`src/rtl/rtc_irq_pkg.sv`:
```
package rtc_irq_pkg;

  // Flag/enable triple; member order matches status and control bits 6..4
  typedef struct packed {
    logic pf;  // periodic
    logic af;  // alarm
    logic uf;  // update done
  } irq_vec_t;

  localparam int unsigned BIT_TOP   = 7;
  localparam int unsigned BIT_PF    = 6;
  localparam int unsigned BIT_AF    = 5;
  localparam int unsigned BIT_UF    = 4;
  localparam int unsigned ADDR_CTL  = 3;
  localparam int unsigned ADDR_STAT = 4;

endpackage

```
`src/rtl/rtc_alarm_match.sv`:
```
module rtc_alarm_match #(
  parameter int unsigned DW = 8,
  parameter int unsigned NF = 3
) (
  input  logic [NF-1:0][DW-1:0] now_t,
  input  logic [NF-1:0][DW-1:0] alm,
  output logic                  hit
);
  logic [NF-1:0] field_ok;

  for (genvar f = 0; f < NF; f++) begin : g_field
    logic wild;
    assign wild        = (alm[f][DW-1:DW-2] == 2'b11);
    assign field_ok[f] = wild | (alm[f] == now_t[f]);
  end

  assign hit = &field_ok;

endmodule

```
`src/rtl/rtc_irq_ctrl.sv`:
```
module rtc_irq_ctrl
  import rtc_irq_pkg::*;
#(
  parameter int unsigned DW = 8,
  parameter int unsigned AW = 3,
  parameter int unsigned NF = 3
) (
  input  logic                  clk,
  input  logic                  rst_n,
  input  logic                  wr_en,
  input  logic [AW-1:0]         addr,
  input  logic [DW-1:0]         wdata,
  output logic [NF-1:0][DW-1:0] alm,
  output irq_vec_t              en,
  output logic                  inhibit
);
  localparam logic [AW-1:0] CTL_A = AW'(ADDR_CTL);

  logic ctl_we;
  logic inh_rise;

  assign ctl_we   = wr_en && (addr == CTL_A);
  assign inh_rise = wdata[BIT_TOP] & ~inhibit;

  for (genvar f = 0; f < NF; f++) begin : g_alm
    always_ff @(posedge clk) begin
      if (!rst_n) begin
        alm[f] <= '0;
      end else if (wr_en && (addr == AW'(f))) begin
        alm[f] <= wdata;
      end
    end
  end

  always_ff @(posedge clk) begin
    if (!rst_n) begin
      inhibit <= 1'b0;
      en      <= '0;
    end else if (ctl_we) begin
      inhibit <= wdata[BIT_TOP];
      en.pf   <= wdata[BIT_PF];
      en.af   <= wdata[BIT_AF];
      en.uf   <= wdata[BIT_UF] & ~inh_rise;
    end
  end

  AST_UIE_ON_INHIBIT: assert property (@(posedge clk) disable iff (!rst_n)
    $rose(inhibit) |-> !en.uf);

  AST_EN_HOST_ONLY: assert property (@(posedge clk) disable iff (!rst_n)
    !$past(ctl_we) |-> ($stable(en.pf) && $stable(en.af)));

endmodule

```
`src/rtl/rtc_irq_flags.sv`:
```
module rtc_irq_flags
  import rtc_irq_pkg::*;
(
  input  logic     clk,
  input  logic     rst_n,
  input  logic     tick,
  input  logic     upd,
  input  logic     alarm_hit,
  input  logic     clr,
  input  irq_vec_t en,
  output irq_vec_t flags,
  output logic     irq_n
);
  irq_vec_t set_v;
  irq_vec_t keep_v;

  always_comb begin
    set_v.pf = tick;
    set_v.af = upd & alarm_hit;
    set_v.uf = upd;
    keep_v   = clr ? irq_vec_t'('0) : flags;
  end

  always_ff @(posedge clk) begin
    if (!rst_n) begin
      flags <= '0;
    end else begin
      flags <= keep_v | set_v;
    end
  end

  assign irq_n = ~|(flags & en);

  AST_PF_ON_TICK: assert property (@(posedge clk) disable iff (!rst_n)
    tick |=> flags.pf);

  AST_UF_ON_UPD: assert property (@(posedge clk) disable iff (!rst_n)
    upd |=> flags.uf);

  AST_AF_ON_MATCH: assert property (@(posedge clk) disable iff (!rst_n)
    (upd && alarm_hit) |=> flags.af);

  AST_AF_ONLY_AFTER_UPD: assert property (@(posedge clk) disable iff (!rst_n)
    $rose(flags.af) |-> $past(upd));

  AST_READ_CLEARS: assert property (@(posedge clk) disable iff (!rst_n)
    (clr && !tick && !upd) |=> (flags == '0));

endmodule

```
`src/rtl/rtc_irq_unit.sv`:
```
module rtc_irq_unit
  import rtc_irq_pkg::*;
#(
  parameter int unsigned DW = 8,
  parameter int unsigned AW = 3
) (
  input  logic          clk,
  input  logic          rst_n,
  input  logic          tick_i,
  input  logic          upd_i,
  input  logic [DW-1:0] sec_i,
  input  logic [DW-1:0] min_i,
  input  logic [DW-1:0] hour_i,
  input  logic          wr_en,
  input  logic          rd_en,
  input  logic [AW-1:0] addr,
  input  logic [DW-1:0] wdata,
  output logic [DW-1:0] rdata,
  output logic          irq_n
);
  localparam int unsigned   NF     = 3;
  localparam logic [AW-1:0] STAT_A = AW'(ADDR_STAT);
  localparam logic [AW-1:0] CTL_A  = AW'(ADDR_CTL);

  logic [NF-1:0][DW-1:0] now_t;
  logic [NF-1:0][DW-1:0] alm;
  irq_vec_t              en;
  irq_vec_t              flags;
  logic                  inhibit;
  logic                  hit;
  logic                  stat_rd;

  assign now_t   = {hour_i, min_i, sec_i};
  assign stat_rd = rd_en && (addr == STAT_A);

  rtc_irq_ctrl #(.DW(DW), .AW(AW), .NF(NF)) u_ctrl (
    .clk     (clk),
    .rst_n   (rst_n),
    .wr_en   (wr_en),
    .addr    (addr),
    .wdata   (wdata),
    .alm     (alm),
    .en      (en),
    .inhibit (inhibit)
  );

  rtc_alarm_match #(.DW(DW), .NF(NF)) u_match (
    .now_t (now_t),
    .alm   (alm),
    .hit   (hit)
  );

  rtc_irq_flags u_flags (
    .clk       (clk),
    .rst_n     (rst_n),
    .tick      (tick_i),
    .upd       (upd_i),
    .alarm_hit (hit),
    .clr       (stat_rd),
    .en        (en),
    .flags     (flags),
    .irq_n     (irq_n)
  );

  always_comb begin
    rdata = '0;
    if (rd_en) begin
      for (int f = 0; f < NF; f++) begin
        if (addr == AW'(f)) rdata = alm[f];
      end
      if (addr == CTL_A) begin
        rdata[BIT_TOP] = inhibit;
        rdata[BIT_PF]  = en.pf;
        rdata[BIT_AF]  = en.af;
        rdata[BIT_UF]  = en.uf;
      end
      if (addr == STAT_A) begin
        rdata[BIT_TOP] = ~irq_n;
        rdata[BIT_PF]  = flags.pf;
        rdata[BIT_AF]  = flags.af;
        rdata[BIT_UF]  = flags.uf;
      end
    end
  end

  AST_IRQ_WHEN_ENABLED: assert property (@(posedge clk) disable iff (!rst_n)
    ((flags.pf && en.pf) || (flags.af && en.af) || (flags.uf && en.uf)) |-> !irq_n);

  AST_IRQ_QUIET: assert property (@(posedge clk) disable iff (!rst_n)
    (!(flags.pf && en.pf) && !en.af && !(flags.uf && en.uf)) |-> irq_n);

  AST_IRQ_RELEASE: assert property (@(posedge clk) disable iff (!rst_n)
    (stat_rd && !tick_i && !upd_i) |=> irq_n);

endmodule

```
`config.mk`:
```
export PLATFORM = sky130hd
export DESIGN_NAME = rtc_irq_unit
export DESIGN_NICKNAME = d
export VERILOG_FILES = /design/src/rtl/rtc_irq_pkg.sv /design/src/rtl/rtc_alarm_match.sv /design/src/rtl/rtc_irq_ctrl.sv /design/src/rtl/rtc_irq_flags.sv /design/src/rtl/rtc_irq_unit.sv
export SDC_FILE = /design/constraint.sdc
export NUM_CORES = 1
export LEC_CHECK = 0
export ABC_AREA = 1
export BUFFER_PORTS_ARGS = -buffer_cell sky130_fd_sc_hd__clkbuf_2
export CAP_MARGIN = 5
export CORE_MARGIN = 2
export CORE_UTILIZATION = 58
export CTS_BUF_LIST = sky130_fd_sc_hd__clkbuf_2
export DETAILED_ROUTE_END_ITERATION = 12
export GPL_ROUTABILITY_DRIVEN = 1
export HOLD_SLACK_MARGIN = 0.03
export PLACE_DENSITY = 0.95
export SLEW_MARGIN = 20
export SYNTH_ARGS = -nofsm -noshare
export SYNTH_HDL_FRONTEND = slang
export SYNTH_SLANG_ARGS = --single-unit
```
`constraint.sdc`:
```
create_clock -name clk -period 3.4 [get_ports clk]
set_clock_uncertainty 0.15 [all_clocks]
set_input_delay 0.34 -clock clk [delete_from_list [all_inputs] [get_ports clk]]
set_output_delay 0.34 -clock clk [all_outputs]
set_load 0.01 [all_outputs]
```
==> results.toml <==
[clocking]
cts-root-buf = "clkbuf_2"
cts_tree = "done"
cts_buffers = 5
cts_resized = 0
cts_hold_buf = 1
clockBufferDepth = 2
clkTransAtPathRegs_ps = 160
cts_setup_buffers = 0
htree_levels = 2
cts.sinks = 31
clk_latency_ps = 370

[die]
io_pins = 50
core-area_um2 = 2810
fp.dieH_um = 59.0
start_util = 0.625
die_area_um2 = 3480
row_count = 19
dieWidth_um = 59.0

[layout]
nNetsFinal = 356
num_antenna_cells = 0
area_delta_synth_final_pct = 18.2
stdcell_count = 347
final_area_um2 = 2070
fillCellCount = 245
drive_above_1_share = 0.206

[pwr]
seqPwrFrac = 0.508
combPwrFrac = 0.161
p_leak_nw = 0.927
p_sw_frac = 0.278
p_clk_frac = 0.331
powerDensity_nw_per_um2 = 367
p_total_w = 0.000761
internal_power_w = 0.000549
peakVddDrop_uv = 337
power.switching_w = 0.000212

[grt]
grt_pass1_wl_um = 7180
first_global_vias = 1684
grt.overflow.total = 0
track_usage = 0.278
antenna_found_initial = 0
grt_max_degree = 26

[status]
status = "finished clean"

[placement]
gp_congestion = 0.891
placed_cell_area_um2 = 2000
post-dp-hpwl_um = 3480
place_ws_ps = 1400
port-buffer-count = 49
place_inst = 338

[timing]
worst_slack_ps = 1380
fmax_ghz = 0.496
worstMarginPinSlew_ps = 494
post-route-period-util = 0.593
finalHoldViolations = 0
relSlewSlack = 0.670
finalCriticalPeriod_ps = 2020
drv_slew = 0
setup_violations = 0
tns_ps = 0
rsz0062_at_grt = "false"

[worst_setup_path]
critical_path_class = "input pin to output pin"
slowest_delay_ps = 250
worst_setup_path_end_kind = "output pin"
cp.arrival_ps = 1530
crit_path_start_kind = "input pin"
required_ps = 2910
cp_cell_sequence = "clkbuf_2 > nor2_1 > nand2_1 > o211ai_1 > o21ai_0 > o21ai_0 > clkbuf_2"
slowest_stage = "o211ai_1"
path_max_fanout = 8

[drt]
wl_per_cell_um = 12.7
first_pass_iters = 4
detail_route.wirelength_um = 4400
drc_errors = 0
ant_nets = 0
drt_first_iter_violations = 98
via_per_inst = 5.36
dr_total_vias = 1859

[synthesis]
synth_area_leaders = "dfxtp_1 (35%), nand2_1 (12%), a21oi_1 (9.7%)"
ys_ff_latch = 31
synth_ff_type = "dfxtp_1"
synth_cells = 264
ys_seq_area_frac = 0.354
synth_largest_area_cell = "dfxtp_1"
yosysMostFrequentCell = "nand2_1"
ys_types = 24
synthTopCellsByCount = "nand2_1 (58), a21oi_1 (34), inv_1 (34), dfxtp_1 (31), o21ai_0 (29)"
synth_area_um2 = 1750
ys_async_sr_fraction = 0
yosysWarnings = 0
synth-edff-count = 0
synth.top_cell.area_share = 0.354
synth_nets = 305
syn_avg_cell_area_um2 = 6.64

[run]
maxCapViolCount = 0

[min_path]
hold_path.class = "input pin to flop"
cells in the final DEF, fill, tap and decap left out:
master         Yosys  routed
nand2_1           58      58
clkbuf_2           0      54
inv_1             34      34
a21oi_1           34      34
dfxtp_1           31      31
o21ai_0           29      29
nor2_1            23      23
xnor2_1           16      16
o22ai_1           10      10
nand3_1            8       8
inv_2              3       3
nand2_2            2       2
o21ai_1            2       2
nor2_2             1       1
nor3_4             1       1
o31ai_1            1       1
inv_4              1       1
a22oi_1            1       1
o211ai_1           1       1
a22o_1             1       1
nand2_4            1       1
clkinv_1           0       1
clkinv_2           0       1
bufinv_16          0       1
dlygate4sd3_1      0       1
power by group through the flow:
stage / clock network (W) / registers [W] / logic (W)
global placement: 0 / 0.000393 / 0.000117
global route: 0.000270 / 0.000388 / 0.000139
CTS: 0.000253 / 0.000386 / 0.000122
floorplan: 0 / 0.000391 / 0.0000740
finish: 0.000252 / 0.000386 / 0.000123
detailed placement: 0 / 0.000394 / 0.000120
worst max-delay path, delay by kind of cell:
kind | cells | cell delay, ps
AO/OA/AOI/OAI | 3 | 520
buffers and inverters | 2 | 290
AND/OR/NAND/NOR | 2 | 370
flip-flops by register name, indices dropped and copies added, names as in the netlist:
register and cells:
u_ctrl.inhibit 1, u_ctrl.en 3, u_flags.flags 3, u_ctrl.alm 24
cells by family after synthesis:
logic type	after synthesis	share of synthesized area
AO/OA/AOI/OAI	79	0.239
XOR/XNOR	16	0.0799
AND/OR/NAND/NOR	94	0.223
buffers and inverters	44	0.105
flip-flops	31	0.354
path summary, 6_finish.rpt:
path                                startpoint          endpoint  slack, ps  cells past startpoint
worst min register to register  u_ctrl.inhibit    u_ctrl.inhibit        350                      2
worst max-delay path                   addr[2]          rdata[4]       1380                      7
worst min-delay path                     upd_i  u_flags.flags[0]         70                      3
worst max register to register  u_ctrl.alm[14]  u_flags.flags[1]       2010                      9
layout make-up:
cell class | instances | area, µm² | area share
repair buffers | 50 | 255 | 0.123
well taps | 31 | 38.8 | 0.0187
clock buffers | 5 | 25.0 | 0.0121
multi-input cells | 189 | 950 | 0.458
clock inverters | 3 | 38.8 | 0.0187
flip-flops and latches | 31 | 621 | 0.299
inverters | 38 | 145 | 0.0700
routing by layer:
layer | part of all wire | GRT usage
met3 | 0.073 | 0.0459
met4 | 0.011 | 0.101
met2 | 0.50 | 0.489
met5 | 0 | 0
met1 | 0.42 | 0.340
metrics by stage:
step / util / hold WS [ps]
global placement: 0.713 / 311
detailed placement: 0.713 / 325
global route: 0.739 / 67.9
floorplan: - / 294
finish: 0.739 / 69.2
CTS: 0.739 / 71.3
Note: power is estimated with default switching activity, not from simulation.
